--- config.mk ---
export PLATFORM = sky130hd
export DESIGN_NAME = irq_poll_arb
export DESIGN_NICKNAME = d
export VERILOG_FILES = /design/src/rtl/irq_poll_pkg.sv /design/src/rtl/irq_pick.sv /design/src/rtl/irq_svc_state.sv /design/src/rtl/irq_poll_arb.sv
export SDC_FILE = /design/constraint.sdc
export NUM_CORES = 1
export LEC_CHECK = 0
export ABC_AREA = 1
export BUFFER_PORTS_ARGS = -buffer_cell sky130_fd_sc_hd__buf_4
export CORE_ASPECT_RATIO = 0.75
export CORE_MARGIN = 2
export CORE_UTILIZATION = 45
export CTS_CLUSTER_DIAMETER = 60
export CTS_CLUSTER_SIZE = 30
export DETAILED_ROUTE_END_ITERATION = 7
export HOLD_SLACK_MARGIN = 0.12
export PLACE_DENSITY = 0.83
export SLEW_MARGIN = 20
export SYNTH_ARGS = -nofsm -noshare
export SYNTH_HDL_FRONTEND = slang
export SYNTH_HIERARCHICAL = 1
export SYNTH_SLANG_ARGS = --single-unit
--- constraint.sdc ---
create_clock -name clk -period 2.2 [get_ports clk]
set_input_delay 0.44 -clock clk [delete_from_list [all_inputs] [get_ports clk]]
set_output_delay 0.44 -clock clk [all_outputs]
set_load 0.005 [all_outputs]
--- src/rtl/irq_poll_pkg.sv ---
package irq_poll_pkg;
  localparam int VEC_BASE = 3;
  localparam int VEC_SHIFT = 3;

  function automatic logic [15:0] vec_addr_of(input logic [7:0] idx);
    return 16'(VEC_BASE) + (16'(idx) << VEC_SHIFT);
  endfunction

  function automatic logic [1:0] svc_after_ret(input logic [1:0] svc);
    if (svc[1]) return {1'b0, svc[0]};
    return 2'b00;
  endfunction
endpackage

--- src/rtl/irq_pick.sv ---
module irq_pick #(
  parameter int N = 8,
  localparam int IW = (N > 1) ? $clog2(N) : 1
) (
  input  logic [N-1:0]  cand,
  output logic          any,
  output logic [IW-1:0] idx
);
  always_comb begin
    idx = '0;
    for (int i = N - 1; i >= 0; i--) begin
      if (cand[i]) idx = IW'(i);
    end
    any = |cand;
  end
endmodule

--- src/rtl/irq_svc_state.sv ---
module irq_svc_state (
  input  logic       clk,
  input  logic       rst_n,
  input  logic       set_hi,
  input  logic       set_lo,
  input  logic       ret_evt,
  output logic [1:0] svc
);
  import irq_poll_pkg::*;
  always_ff @(posedge clk or negedge rst_n) begin
    if (!rst_n)       svc <= 2'b00;
    else if (ret_evt) svc <= svc_after_ret(svc);
    else if (set_hi)  svc <= svc | 2'b10;
    else if (set_lo)  svc <= svc | 2'b01;
  end
endmodule

--- src/rtl/irq_poll_arb.sv ---
module irq_poll_arb #(
  parameter int          N         = 8,
  parameter logic [N-1:0] AUTO_CLR = 8'b0000_1010,
  parameter logic [N-1:0] EXT_SRC  = 8'b0100_0101,
  localparam int         IW        = (N > 1) ? $clog2(N) : 1
) (
  input  logic         clk,
  input  logic         rst_n,
  input  logic         cyc_en,
  input  logic         last_cyc,
  input  logic         ret_irq,
  input  logic         ctl_wr,
  input  logic [N-1:0] req,
  input  logic [N-1:0] irq_en,
  input  logic         glb_en,
  input  logic [N-1:0] prio_hi,
  input  logic [N-1:0] edge_mode,
  output logic         vec_req,
  output logic [15:0]  vec_addr,
  output logic [N-1:0] flag_clr,
  output logic [1:0]   svc_lvl
);
  import irq_poll_pkg::*;

  logic [N-1:0]  active;
  logic [N-1:0]  grp_cand [2];
  logic [1:0]    grp_any;
  logic [IW-1:0] grp_idx [2];
  logic          poll_ok, ret_evt, grant_hi, grant_lo, grant;
  logic [IW-1:0] win_idx;
  logic [N-1:0]  win_oh, clr_mask;

  assign active      = req & irq_en & {N{glb_en}};
  assign grp_cand[1] = active & prio_hi;
  assign grp_cand[0] = active & ~prio_hi;

  for (genvar lv = 0; lv < 2; lv++) begin : g_lvl
    irq_pick #(.N(N)) u_pick (
      .cand (grp_cand[lv]),
      .any  (grp_any[lv]),
      .idx  (grp_idx[lv])
    );
  end

  assign poll_ok  = cyc_en & last_cyc & ~ret_irq & ~ctl_wr;
  assign ret_evt  = cyc_en & last_cyc & ret_irq;
  assign grant_hi = poll_ok & grp_any[1] & ~svc_lvl[1];
  assign grant_lo = poll_ok & ~grp_any[1] & grp_any[0] & (svc_lvl == 2'b00);
  assign grant    = grant_hi | grant_lo;
  assign win_idx  = grant_hi ? grp_idx[1] : grp_idx[0];
  assign win_oh   = N'(1) << win_idx;
  assign clr_mask = AUTO_CLR | (EXT_SRC & edge_mode);

  irq_svc_state u_svc (
    .clk     (clk),
    .rst_n   (rst_n),
    .set_hi  (grant_hi),
    .set_lo  (grant_lo),
    .ret_evt (ret_evt),
    .svc     (svc_lvl)
  );

  always_ff @(posedge clk or negedge rst_n) begin
    if (!rst_n) begin
      vec_req  <= 1'b0;
      vec_addr <= '0;
      flag_clr <= '0;
    end else begin
      vec_req  <= grant;
      flag_clr <= grant ? (win_oh & clr_mask) : '0;
      if (grant) vec_addr <= vec_addr_of(8'(win_idx));
    end
  end
endmodule

Yosys cells after proc, flatten, opt, wreduce, memory -nomap -nowiden
Index checks and enable logic that the tools add are counted.

Add/sub/neg operators: 1. Equal/unequal tests: 2. Shifts and indexed selects: 1. Muxes and demuxes: 25. Bitwise operators: 20. Reduce and logical (&&, ||, !) cells: 6.

Operators with widths (count): two-way mux 3 bit (17); AND 8 bit (4); OR reduction 8 bit (2); AND 1 bit (9); AND 8 x 7 -> 8 bit (1); two-way mux 2 bit (4); two-way mux 8 bit (1); inverter 8 bit (1); left shift 1 x 3 -> 8 bit, first input constant (1); adder 2 x 6 -> 7 bit, first input constant (1); inverter 1 bit (4); nonzero test 2 bit (2); two-way mux 1 bit (3); != test 3 bit, second input constant (1); AND reduction 3 bit (1); zero test 2 bit (1); != test 2 bit, second input constant (1); bitwise OR 1 bit (1).

Flip-flop bits (word level): 27. Input bits: 39. Word-level logic and storage cells: 60.

Depth between registers and ports, before layout
Gate-level depths: netlist of the first run.

Depth in word-level cells: 15. Depth in mapped cells: 15. Gate-level depth less buffers: 14.

Hierarchy
The synthesis of the first run kept the hierarchy.

By module, submodules not included: irq_poll_arb (instances 1, cells each 118, area an instance 804.5 µm²); irq_pick (instances 2, cells each 22, area an instance 98.8 µm²); irq_svc_state (instances 1, cells each 10, area an instance 80.1 µm²).

Worst setup path before layout of the first run
Ideal clock, no wire load.

Path type: input port to flip-flop. From: input glb_en. To: register flag_clr[3]. Data arrival time: 1.795 ns. Required time: 2.081 ns. Path slack: 0.285 ns. Stages: 15. Buffers on the path: 2. Cell sequence: clkbuf_1 nand3_1 nor2_1 inv_1 nand4_1 inv_1 nand2_1 inv_1 nor2_4 nand3_4 buf_6 nand2_1 nand2_1 nand3_1 nor2_1.

RTL lines: start: declaration (line irq_poll_arb.sv:15) `input logic glb_en,`; end signal: assignment (line irq_poll_arb.sv:70) `flag_clr <= grant ? (win_oh & clr_mask) : '0;`; end: declaration (line irq_poll_arb.sv:20) `output logic [N-1:0] flag_clr,`.

==> key figures, run 1 <==
Synth
  • Post-synthesis sequential area ratio: 27.7%
  • Synth Cell Area: 1080 sq um
  • Compound-Gate Fraction of Synth Area: 2.89%
  • Post-synth top area share: 27.7%
  • Synth Instances: roughly 170
  • Synth area leader: dfrtp_1
  • Main flop type after synthesis: dfrtp_1
  • Mux cell area share after synthesis: 0%
  • Main combinational cell family by area after synthesis: simple AND/OR/NAND/NOR gates
  • Ys Warns: 6
  • Top cells by area, synth: dfrtp_1 (28%), nand2_1 (14%), inv_1 (12%)
  • Syn_area_per_cell: 6.29 sq um
  • Post-synth cell types: 21
  • Async set-or-reset flop fraction in the synthesized netlist: 100%
  • Yosys reg bits: 12
  • Post-synth EDFFs: 0
  • Adder-cell share of the synthesized area: 0%
  • Synth Area in XOR/XNOR: 0%
  • Simple-Gate Fraction of Synth Area: between 40% and 50%

Place
  • Port buffer count: between 40 and 50
  • Dpl ws: 0.0684 ns
  • Hpwl dp: 2.01 mm
  • DP Cell Count: 248
  • Final Wtd Congestion: between 0.8 and 0.9

Timing
  • Final setup viols: 0
  • Post-route minimum period: roughly 1.9 ns
  • RSZ-0062 raised after global routing: no
  • Maximum clock frequency: about 530 MHz
  • PnR worst setup slack: 0.312 ns
  • Setup TNS Final: 0 ns
  • Slew Viols, Final: 0
  • Final period util: roughly 86%
  • Minimum hold slack: slightly below 0.4 ns
  • Final hold viol count: 0
  • Skew final: 0.00111 ns

Global route
  • Initial antenna violation count: 0
  • First-pass GRT wire length: about 3.7 mm
  • Vias in the first global route: 907
  • Largest net degree at the start of global routing: 13
  • GR Overflow Total: 0
  • Tot GR Track Use: between 10% and 20%

Die
  • I/O pin count: 66
  • Rows: 15
  • Die X: just over 60 um
  • Core ar.: about 2300 sq um
  • Initial core utilization: a little under half
  • Die area: roughly 2800 sq um
  • Die Y: 46.5 um

Clock tree
  • CTS Buf Count: 3
  • # clock sinks: 12
  • CTS tree: done
  • Root buffer cell: clkbuf_4
  • Clock Path Buffers: 2
  • CTS clk-pin slew, worst paths: 0.08 ns
  • H-Tree Level Count: 1
  • Resize count post-CTS: 0
  • Clock latency at the later pin of the worst-skew pair: 0.29 ns

Setup path
  • Setup CP Type: input port to flip-flop
  • Setup crit start: glb_en
  • CP Data Arrival Time: 2.10 ns
  • CP Launch Type: input port
  • Worst Path Max Fanout: 12
  • CP Capture Type: flip-flop
  • R2r startpoint: u_svc/svc[1]$_DFFE_PN0N_
  • Worst endpoint required time: about 2.4 ns

Final layout
  • Synthesis-to-layout area growth: 32.8%
  • Fillers: 216
  • Finished Layout Cells: 253
  • N_diodes: 0
  • Layout cells sized above 1: a little over a quarter
  • Most common cell after layout, fill and taps aside: buf_4
  • Layout Nets: 259
  • Most frequent cells in the layout: buf_4 (46), nand2_1 (39), inv_1 (35)

Worst hold path
  • Min-delay src: edge_mode[2]
  • Hold Crit Class: input port to flip-flop

Detailed routing
  • Antenna Nets Post-Route: 0
  • Final wirelength: 2.35 mm
  • Vias post-DR: roughly 1,100
  • Initial drt markers: 58
  • Drt pass-1 iters: 4
  • DR WL/cell: 9.27 um
  • Via density per instance: 4.36
  • DR DRC count: 0

Pwr
  • Peak supply drop: 0.211 mV
  • LEAKAGE: 0.844 nW
  • P per Cell Area: approximately 460 nW/um^2

Run status
  • Status: completed

Run
  • Total of max-cap violations: 0
==> area by class of cell <==
cell class | count | area [sq um] | share of cell area, %
multi-input cells | 120 | 568 | 39.5
flip-flops and latches | 12 | 300 | 20.9
repair buffers | 47 | 355 | 24.7
clock buffers | 4 | 36.3 | 2.52
inverters | 36 | 135 | 9.40
well taps | 34 | 42.5 | 2.96
==> state kept, by name (all words and copies together) (netlist names) <==
| name | flops |
|---|---|
| vec_req | 1 |
| flag_clr | 5 |
| u_svc/svc | 2 |
| vec_addr | 4 |
==> synth_stat cells (2+ instances only) <==
library cell  count
nand3_1          17
dfrtp_1          12
inv_1            35
nor2_1           29
a31oi_1           2
nand2_1          39
a21oi_1           2
or2_1             2
nor2_4            2
nand4_1           6
buf_4            15
nor3_2            2
==> cell families (layout without fill, tap and decap cells) <==
family / Yosys count / count (layout)
buffers and inverters: 53 / 87
AO/OA/AOI/OAI: 5 / 5
AND/OR/NAND/NOR: 101 / 101
flip-flops: 12 / 12
other: 1 / 14
==> metrics by stage <==
stage	util, %	area [sq um]	total power (W)
after global routing	62.8	1440	0.000703
after global placement	60.8	1390	0.000474
after CTS	62.8	1440	0.000664
after detailed placement	60.8	1390	0.000482
after floorplan	-	1130	0.000394
final	62.8	1440	0.000663
==> where the power goes <==
part,total (W),switching (W),internal (W)
Combinational,0.000220,0.000110,0.000110
Sequential,0.000260,0.0000172,0.000243
Clock,0.000183,0.0000823,0.000101
Total,0.000663,0.000209,0.000454
==> worst paths after layout <==
path	endpoint	slack, ns	depth (start not counted)
max	flag_clr[6]$_DFF_PN0_	0.31	15
min	flag_clr[2]$_DFF_PN0_	0.39	3
max reg2reg	flag_clr[6]$_DFF_PN0_	0.73	7
min reg2reg	vec_addr[1]$_DFFE_PN0P_	0.51	1
max in group asynchronous	vec_addr[4]$_DFFE_PN0P_	1.52	2
min in group asynchronous	vec_addr[1]$_DFFE_PN0P_	0.52	2
==> per-layer routing <==
metal | track usage [%] | wire, um
met5 | 0 | 0
met4 | 5.22 | 16
met3 | 5.06 | 144
met2 | 31.0 | 1130
met1 | 23.3 | 1060
==> worst max-delay path: stages <==
cell and delay, ns:
buf_4 0.12, nand3_1 0.09, nor2_1 0.17, inv_1 0.08
nand4_1 0.12, inv_1 0.05, nand2_1 0.07, inv_1 0.06
nor2_4 0.15, nand3_4 0.17, inv_1 0.15, nand2_1 0.06
nand2_1 0.12, nand2_1 0.11, nor2_1 0.13
==> what timing repair did <==
item / 4_1_cts / 5_1_grt
endpoints found under the setup margin: 0 / 0
buffers inserted: 0 / 0
endpoints found under the hold margin: 12 / 0
hold buffers: 1 / 0
Note: power is estimated with default switching activity, not from simulation.
==> run 2, diff against run 1 <==
--- a/config.mk
+++ b/config.mk
@@ -5,7 +5,6 @@
 export SDC_FILE = /design/constraint.sdc
 export NUM_CORES = 1
 export LEC_CHECK = 0
-export ABC_AREA = 1
 export BUFFER_PORTS_ARGS = -buffer_cell sky130_fd_sc_hd__buf_4
 export CORE_ASPECT_RATIO = 0.75
 export CORE_MARGIN = 2
@@ -14,7 +13,7 @@
 export CTS_CLUSTER_SIZE = 30
 export DETAILED_ROUTE_END_ITERATION = 7
 export HOLD_SLACK_MARGIN = 0.12
-export PLACE_DENSITY = 0.83
+export PLACE_DENSITY = 0.82
 export SLEW_MARGIN = 20
 export SYNTH_ARGS = -nofsm -noshare
 export SYNTH_HDL_FRONTEND = slang
==> run 2 against run 1 <==
Net effect: utilization rose by 2.7 points; combinational power up 17%; design area rose by 6.0%; sequential power hardly changed; die area increased by 3.2%; register-to-register slack about the same; setup slack worse by 0.087 ns; wire length up 31%; critical path type unchanged.
==> key figures, run 2 <==
Pwr
  • LEAKAGE: 0.784 nW (-7.1%)
  • Total power: 0.000691 W (+4.2%)
  • P per Cell Area: 453 nW/um^2 (-1.7%)
  • Peak supply drop: 0.354 mV (+68%)

Timing
  • Skew final: 0.00285 ns (+0.00173 ns)
  • Final hold viol count: 0 (unchanged)
  • Maximum clock frequency: 506 MHz (-4.4%)
  • RSZ-0062 raised after global routing: no
  • Slew Viols, Final: 0 (unchanged)
  • Rel. slew slack: 65.6%
  • Post-route minimum period: 1.97 ns (+0.0869 ns)
  • PnR worst setup slack: 0.225 ns (-0.0869 ns)
  • Least-Margin Pin Slew: 0.510 ns
  • Minimum hold slack: 0.386 ns (-0.00694 ns)
  • Final setup viols: 0 (unchanged)
  • Final period util: 89.8% (+3.9 points)

Final layout
  • Most common cell after layout, fill and taps aside: buf_4
  • Max FFs per register: 5 (unchanged)
  • Cell area after layout: 1520 sq um (+6.0%)
  • Post-layout util: 65.5% (+2.7 points)
  • N_diodes: 0 (unchanged)
  • Layout cells sized above 1: 31.5% (+4.1 points)
  • Most frequent cells in the layout: buf_4 (54), nor2_1 (28), inv_1 (15)
  • Multi-input gate area: 673 sq um (+19%)
  • Largest reg by FF count: flag_clr
  • Reg area: 300 sq um (unchanged)
  • Fillers: 207 (-4.2%)
  • Layout Nets: 240 (-7.3%)
  • Synthesis-to-layout area growth: 36.1%
  • Top Registers: flag_clr (5), vec_addr (4), u_svc/svc (2)

Global route
  • Vias in the first global route: 1,092 (+20%)
  • GRT met1 Usage: 29.2% (+5.8 points)
  • Largest net degree at the start of global routing: 13 (unchanged)
  • Tot GR Track Use: 22.9% (+4.4 points)
  • Initial antenna violation count: 0 (unchanged)
  • First-pass GRT wire length: 4.86 mm (+30%)
  • M3 GR Usage: 7.16% (+2.1 points)
  • GRT busiest layer: met2
  • GR Overflow Total: 0 (unchanged)
  • GR met2 Demand/Resource: 38.1% (+7.1 points)

Place
  • Hpwl dp: 2.57 mm (+28%)
  • Placed cell areas: 1480 sq um (+6.2%)
  • Final Wtd Congestion: 0.926 (+12%)
  • Dpl ws: -0.0276 ns (-0.0960 ns)
  • Port buffer count: 46 (unchanged)

Synth
  • Synth Cell Area: 1120 sq um (+3.5%)
  • Ys Warns: 6 (unchanged)
  • Synth area leader: dfrtp_1
  • Mux cell area share after synthesis: 1.01% (+1.0 points)
  • Synth Instances: 147 (-15%)
  • Post-synth top area share: 26.8% (-0.93 points)
  • Adder-cell share of the synthesized area: 0% (unchanged)
  • Simple-Gate Fraction of Synth Area: 35.5% (-9.2 points)
  • Synth Area in XOR/XNOR: 0% (unchanged)
  • Post-synth EDFFs: 0 (unchanged)
  • Post-synth cell types: 37 (+76%)
  • Async set-or-reset flop fraction in the synthesized netlist: 100% (unchanged)
  • Top cells by area, synth: dfrtp_1 (27%), buf_4 (11%), nor2_1 (9.4%)
  • Compound-Gate Fraction of Synth Area: 18.9% (+16 points)
  • Main combinational cell family by area after synthesis: simple AND/OR/NAND/NOR gates
  • Main flop type after synthesis: dfrtp_1
  • Syn_area_per_cell: 7.62 sq um (+21%)
  • Post-synthesis sequential area ratio: 26.8% (-0.93 points)
  • Top-count cell post-synth: nor2_1
  • Commonest cells post-synth: nor2_1 (28), buf_4 (16), inv_1 (15)
  • Yosys reg bits: 12 (unchanged)

Clock tree
  • CTS tree: done
  • Clock latency at the later pin of the worst-skew pair: 0.27 ns (-0.02 ns)
  • Clock Path Buffers: 2 (unchanged)
  • Root buffer cell: clkbuf_4
  • CTS clk-pin slew, worst paths: 0.07 ns (about the same)
  • Resize count post-CTS: 0 (unchanged)
  • H-Tree Level Count: 1 (unchanged)
  • CTS Buf Count: 3 (unchanged)
  • Number of post-CTS setup repair buffers: 0 (unchanged)
  • # clock sinks: 12 (unchanged)

Setup path
  • CP top delay family: simple AND/OR/NAND/NOR gates
  • Setup CP Type: input port to flip-flop
  • CP peak stage delay: 0.36 ns (+0.19 ns)
  • CP bufs+invs: 1 (-4)
  • Worst Path Max Fanout: 5 (-7)
  • Critical Path, Cell by Cell: buf_4 > nand3_1 > nor2_1 > nor4_2 > nand3_1 > nor4b_4 > o2111ai_1 > nor4bb_1
  • CP Launch Type: input port
  • Worst endpoint required time: 2.37 ns (-0.05 ns)
  • CP most frequent cell: nand3_1
  • Critical Path Slowest Stage Cell: nor4b_4
  • CP Data Arrival Time: 2.15 ns (+0.05 ns)
  • CP Capture Type: flip-flop

Die
  • Die Y: 47.2 um (+1.6%)
  • Die X: 61.6 um (+1.6%)
  • Die area: 2910 sq um (+3.2%)
  • Rows: 15 (unchanged)
  • Core ar.: 2330 sq um (+1.6%)
  • Initial core utilization: 48.1% (+0.85 points)
  • I/O pin count: 66 (unchanged)

Worst hold path
  • Hold Crit Class: input port to flip-flop

Detailed routing
  • DR DRC count: 0 (unchanged)
  • Drt pass-1 iters: 4 (unchanged)
  • DR WL/cell: 13.2 um (+42%)
  • Final wirelength: 3.08 mm (+31%)
  • Via density per instance: 5.19 (+19%)
  • Initial drt markers: 54 (-6.9%)
  • Antenna Nets Post-Route: 0 (unchanged)
  • Vias post-DR: 1,214 (+10%)

Run status
  • Status: completed

Run
  • Total of max-cap violations: 0 (unchanged)
## run 2: kinds of logic after synthesis
| group | count (synthesis) |
|---|---|
| and+or+nand+nor | 70 |
| DFF | 12 |
| other | 1 |
| buffers and inverters | 34 |
| muxes | 1 |
| AOI/OAI and AO/OA | 29 |
## run 2: worst min-delay path, delay by kind of cell
family	cells	cell delay, ns
buffers and inverters	2	0.15
AND/OR/NAND/NOR	1	0.04
## run 2: what timing repair did
action                                  4_1_cts  5_1_grt
endpoints found under the setup margin        0        0
endpoints found under the hold margin        12        0
hold buffers                                  1        0
## run 2: final cells by class
type / count / share of cell area, %
Clock buffer: 4 / 2.38
Sequential cell: 12 / 19.7
Multi-Input combinational cell: 114 / 44.2
Tap cell: 34 / 2.79
Inverter: 15 / 3.69
Timing Repair Buffer: 55 / 27.3
## run 2: through the flow
stage	setup TNS [ns]	std cells
2_1_floorplan	0	160
6_report	0	234
4_1_cts	0	234
3_5_place_dp	-0.0276	229
3_3_place_gp	0	229
5_1_grt	0	234
## run 2: worst paths after layout
path / from / end / slack [ns] / depth (start not counted)
max in group asynchronous: rst_n / vec_addr[5]$_DFFE_PN0P_ / 1.52 / 2
worst min-delay path: edge_mode[2] / flag_clr[2]$_DFF_PN0_ / 0.39 / 3
worst min register to register: vec_addr[1]$_DFFE_PN0P_ / vec_addr[1]$_DFFE_PN0P_ / 0.50 / 1
worst max register to register: u_svc/svc[1]$_DFFE_PN0N_ / u_svc/svc[0]$_DFFE_PN0P_ / 0.73 / 5
worst max-delay path: glb_en / flag_clr[2]$_DFF_PN0_ / 0.23 / 8
min in group asynchronous: rst_n / vec_addr[1]$_DFFE_PN0P_ / 0.53 / 2
## run 2: report_power, final
part	leakage, nW	switching (W)	internal, W
registers	0.158	0.0000173	0.000239
clock network	0.0210	0.0000759	0.000101
logic	0.604	0.000121	0.000136
## run 2: layer usage
layer / up-vias / wire (um)
met2: 70 / 1460
li1: 595 / -
met4: 0 / 45
met5: - / 0
met3: 8 / 261
met1: 541 / 1310
==> run 3, diff against run 2 <==
--- a/config.mk
+++ b/config.mk
@@ -5,15 +5,17 @@
 export SDC_FILE = /design/constraint.sdc
 export NUM_CORES = 1
 export LEC_CHECK = 0
+export ABC_AREA = 1
 export BUFFER_PORTS_ARGS = -buffer_cell sky130_fd_sc_hd__buf_4
 export CORE_ASPECT_RATIO = 0.75
 export CORE_MARGIN = 2
 export CORE_UTILIZATION = 45
 export CTS_CLUSTER_DIAMETER = 60
-export CTS_CLUSTER_SIZE = 30
+export CTS_CLUSTER_SIZE = 12
 export DETAILED_ROUTE_END_ITERATION = 7
 export HOLD_SLACK_MARGIN = 0.12
-export PLACE_DENSITY = 0.82
+export PLACE_DENSITY = 0.83
+export REMOVE_ABC_BUFFERS = 1
 export SLEW_MARGIN = 20
 export SYNTH_ARGS = -nofsm -noshare
 export SYNTH_HDL_FRONTEND = slang
==> run 3 against run 2 <==
Net effect: first-iteration DRC count is 13% lower; non-clock buffer count is 8 lower; critical path depth is 7 higher; maximum frequency is 8.6% higher; count of clock-buffer cells in the layout stayed put; global-route usage is 5.4 points lower; critical path type unchanged; clock power is 3% lower; sequential share of layout area is 1.2 points higher; largest cell class unchanged; clock skew is 0.00085 ns higher; via count is 9.1% lower; die area is 3.1% lower; largest power group is now sequential cells; design area is 5.7% lower.
==> key figures, run 3 (same netlist as run 1, synthesis figures left out) <==
Setup path
  • CP Capture Type: flip-flop
  • CP top delay family: simple AND/OR/NAND/NOR gates
  • CP Data Arrival Time: 2.02 ns (-0.13 ns)
  • Worst Path Max Fanout: 12 (+7)
  • Setup CP Type: input port to flip-flop
  • Critical Path Slowest Stage Cell: nor2_1
  • Critical Path, Cell by Cell: buf_4 > nand3_1 > nor2_1 > inv_1 > nand4_1 > inv_1 > nand2_1 > inv_1 > nor2_4 > nand3_4 > inv_1 > nand2_1 > nand2_1 > nand2_1 > nor2_1
  • CP peak stage delay: 0.17 ns (-0.19 ns)
  • Worst endpoint required time: 2.40 ns (+0.03 ns)
  • CP bufs+invs: 5 (+4)
  • CP Launch Type: input port

Final layout
  • Most common cell after layout, fill and taps aside: buf_4
  • Max FFs per register: 5 (unchanged)
  • Most frequent cells in the layout: buf_4 (46), nand2_1 (39), inv_1 (35)
  • N_diodes: 0 (unchanged)
  • Top Registers: flag_clr (5), vec_addr (4), u_svc/svc (2)
  • Largest reg by FF count: flag_clr
  • Cell area after layout: 1440 sq um (-5.7%)
  • Fillers: 229 (+11%)
  • Finished Layout Cells: 253 (+8.1%)
  • Synthesis-to-layout area growth: 32.8%
  • Layout Nets: 259 (+7.9%)
  • Layout cells sized above 1: 27.4% (-4.1 points)

Die
  • Rows: 15 (unchanged)
  • I/O pin count: 66 (unchanged)
  • Core ar.: 2290 sq um (-1.6%)
  • Die Y: 46.5 um (-1.5%)
  • Die area: 2820 sq um (-3.1%)
  • Initial core utilization: 47.3% (-0.85 points)
  • Die X: 60.6 um (-1.6%)

Timing
  • Final setup viols: 0 (unchanged)
  • Slew Viols, Final: 0 (unchanged)
  • Skew final: 0.00370 ns (+0.000850 ns)
  • Final hold viol count: 0 (unchanged)
  • Post-route minimum period: 1.82 ns (-0.156 ns)
  • Maximum clock frequency: 550 MHz (+8.6%)
  • Setup TNS Final: 0 ns (unchanged)
  • Final period util: 82.7% (-7.1 points)
  • RSZ-0062 raised after global routing: no

Detailed routing
  • Drt pass-1 iters: 5 (+1)
  • Antenna Nets Post-Route: 0 (unchanged)
  • Initial drt markers: 47 (-13%)
  • DR WL/cell: 9.17 um (-30%)
  • Vias post-DR: 1,104 (-9.1%)
  • Final wirelength: 2.32 mm (-25%)
  • DR DRC count: 0 (unchanged)
  • Via density per instance: 4.36 (-16%)

Clock tree
  • CTS clk-pin slew, worst paths: 0.07 ns (about the same)
  • Resize count post-CTS: 0 (unchanged)
  • Clock latency at the later pin of the worst-skew pair: 0.27 ns (about the same)
  • CTS tree: done
  • Root buffer cell: clkbuf_4
  • Clock Path Buffers: 2 (unchanged)
  • # clock sinks: 12 (unchanged)
  • CTS Buf Count: 3 (unchanged)
  • H-Tree Level Count: 1 (unchanged)

Global route
  • M3 GR Usage: 4.21% (-2.9 points)
  • GRT met1 Usage: 24.9% (-4.3 points)
  • Tot GR Track Use: 17.5% (-5.4 points)
  • GR Overflow Total: 0 (unchanged)
  • First-pass GRT wire length: 3.64 mm (-25%)
  • GR met2 Demand/Resource: 27.5% (-11 points)
  • Largest net degree at the start of global routing: 13 (unchanged)
  • GRT busiest layer: met2
  • Vias in the first global route: 900 (-18%)
  • Initial antenna violation count: 0 (unchanged)

Run
  • Total of max-cap violations: 0 (unchanged)

Place
  • DP Cell Count: 248 (+8.3%)
  • Placed cell areas: 1390 sq um (-5.8%)
  • Final Wtd Congestion: 0.860 (-7.1%)
  • Port buffer count: 46 (unchanged)
  • Hpwl dp: 1.97 mm (-23%)

Run status
  • Status: completed

Pwr
  • Peak supply drop: 0.344 mV (-2.8%)
  • LEAKAGE: 0.844 nW (+7.7%)
  • P per Cell Area: 451 nW/um^2 (-0.41%)

Worst hold path
  • Hold Crit Class: input port to flip-flop
## run 3: cell count changes in the layout (fill, tap and decap cells not counted), sizes merged, moves of 3 or more
cell and delta:
or2 +3, inv +21, a21oi -4, o21ai -3, nor2 +3, nand2 +36
nand4 +7, a211oi -4, buf -8, nor4 -3, nor2b -7, nand3 +7
## run 3: worst reg2reg max path, stage by stage (launching register included)
cell and delay (ns):
dfrtp_1 0.45, nor2_4 0.20, nand3_4 0.17, inv_1 0.14, nand2_1 0.06, nand2_1 0.10, nand2_1 0.10, nor2_1 0.11
## run 3: repair_timing
action / in CTS / in global routing
buffers inserted: 0 / 0
endpoints found under the hold margin: 12 / 0
hold buffers: 1 / 0
## run 3: per-stage QoR
stage / hold slack [ns] / total power, W / setup WS, ns / utilization [%]
2_1_floorplan: 0.144 / 0.000368 / 0.421 / -
3_3_place_gp: 0.283 / 0.000475 / 0.162 / 60.8
3_5_place_dp: 0.285 / 0.000480 / 0.102 / 60.8
4_1_cts: 0.408 / 0.000653 / 0.375 / 62.8
5_1_grt: 0.409 / 0.000696 / 0.164 / 62.8
6_report: 0.409 / 0.000649 / 0.381 / 62.8
## run 3: final cells by class
| cell class | instances | area, sq um | area share [%] |
|---|---|---|---|
| well taps | 34 | 42.5 | 2.96 |
| flip-flops and latches | 12 | 300 | 20.9 |
| multi-input cells | 120 | 568 | 39.5 |
| clock buffers | 4 | 36.3 | 2.52 |
| inverters | 36 | 135 | 9.40 |
| repair buffers | 47 | 355 | 24.7 |
## run 3: metal layers
layer / wire length (um) / up-vias
li1: - / 588
met1: 1120 / 477
met2: 1050 / 37
met3: 145 / 2
met4: 10 / 0
met5: 0 / -
## run 3: final timing paths
path | cells past startpoint | slack [ns] | startpoint | to
worst max-delay path | 15 | 0.38 | glb_en | flag_clr[6]$_DFF_PN0_
worst min-delay path | 3 | 0.41 | edge_mode[0] | flag_clr[0]$_DFF_PN0_
worst max register to register | 7 | 0.80 | u_svc/svc[1]$_DFFE_PN0N_ | flag_clr[6]$_DFF_PN0_
worst min register to register | 1 | 0.49 | vec_addr[1]$_DFFE_PN0P_ | vec_addr[1]$_DFFE_PN0P_
max in group asynchronous | 2 | 1.51 | rst_n | flag_clr[6]$_DFF_PN0_
min in group asynchronous | 2 | 0.53 | rst_n | flag_clr[0]$_DFF_PN0_
## run 3: report_power, final
part | internal, W | switching, W
registers | 0.000243 | 0.0000161
clock network | 0.000101 | 0.0000708
logic | 0.000110 | 0.000109
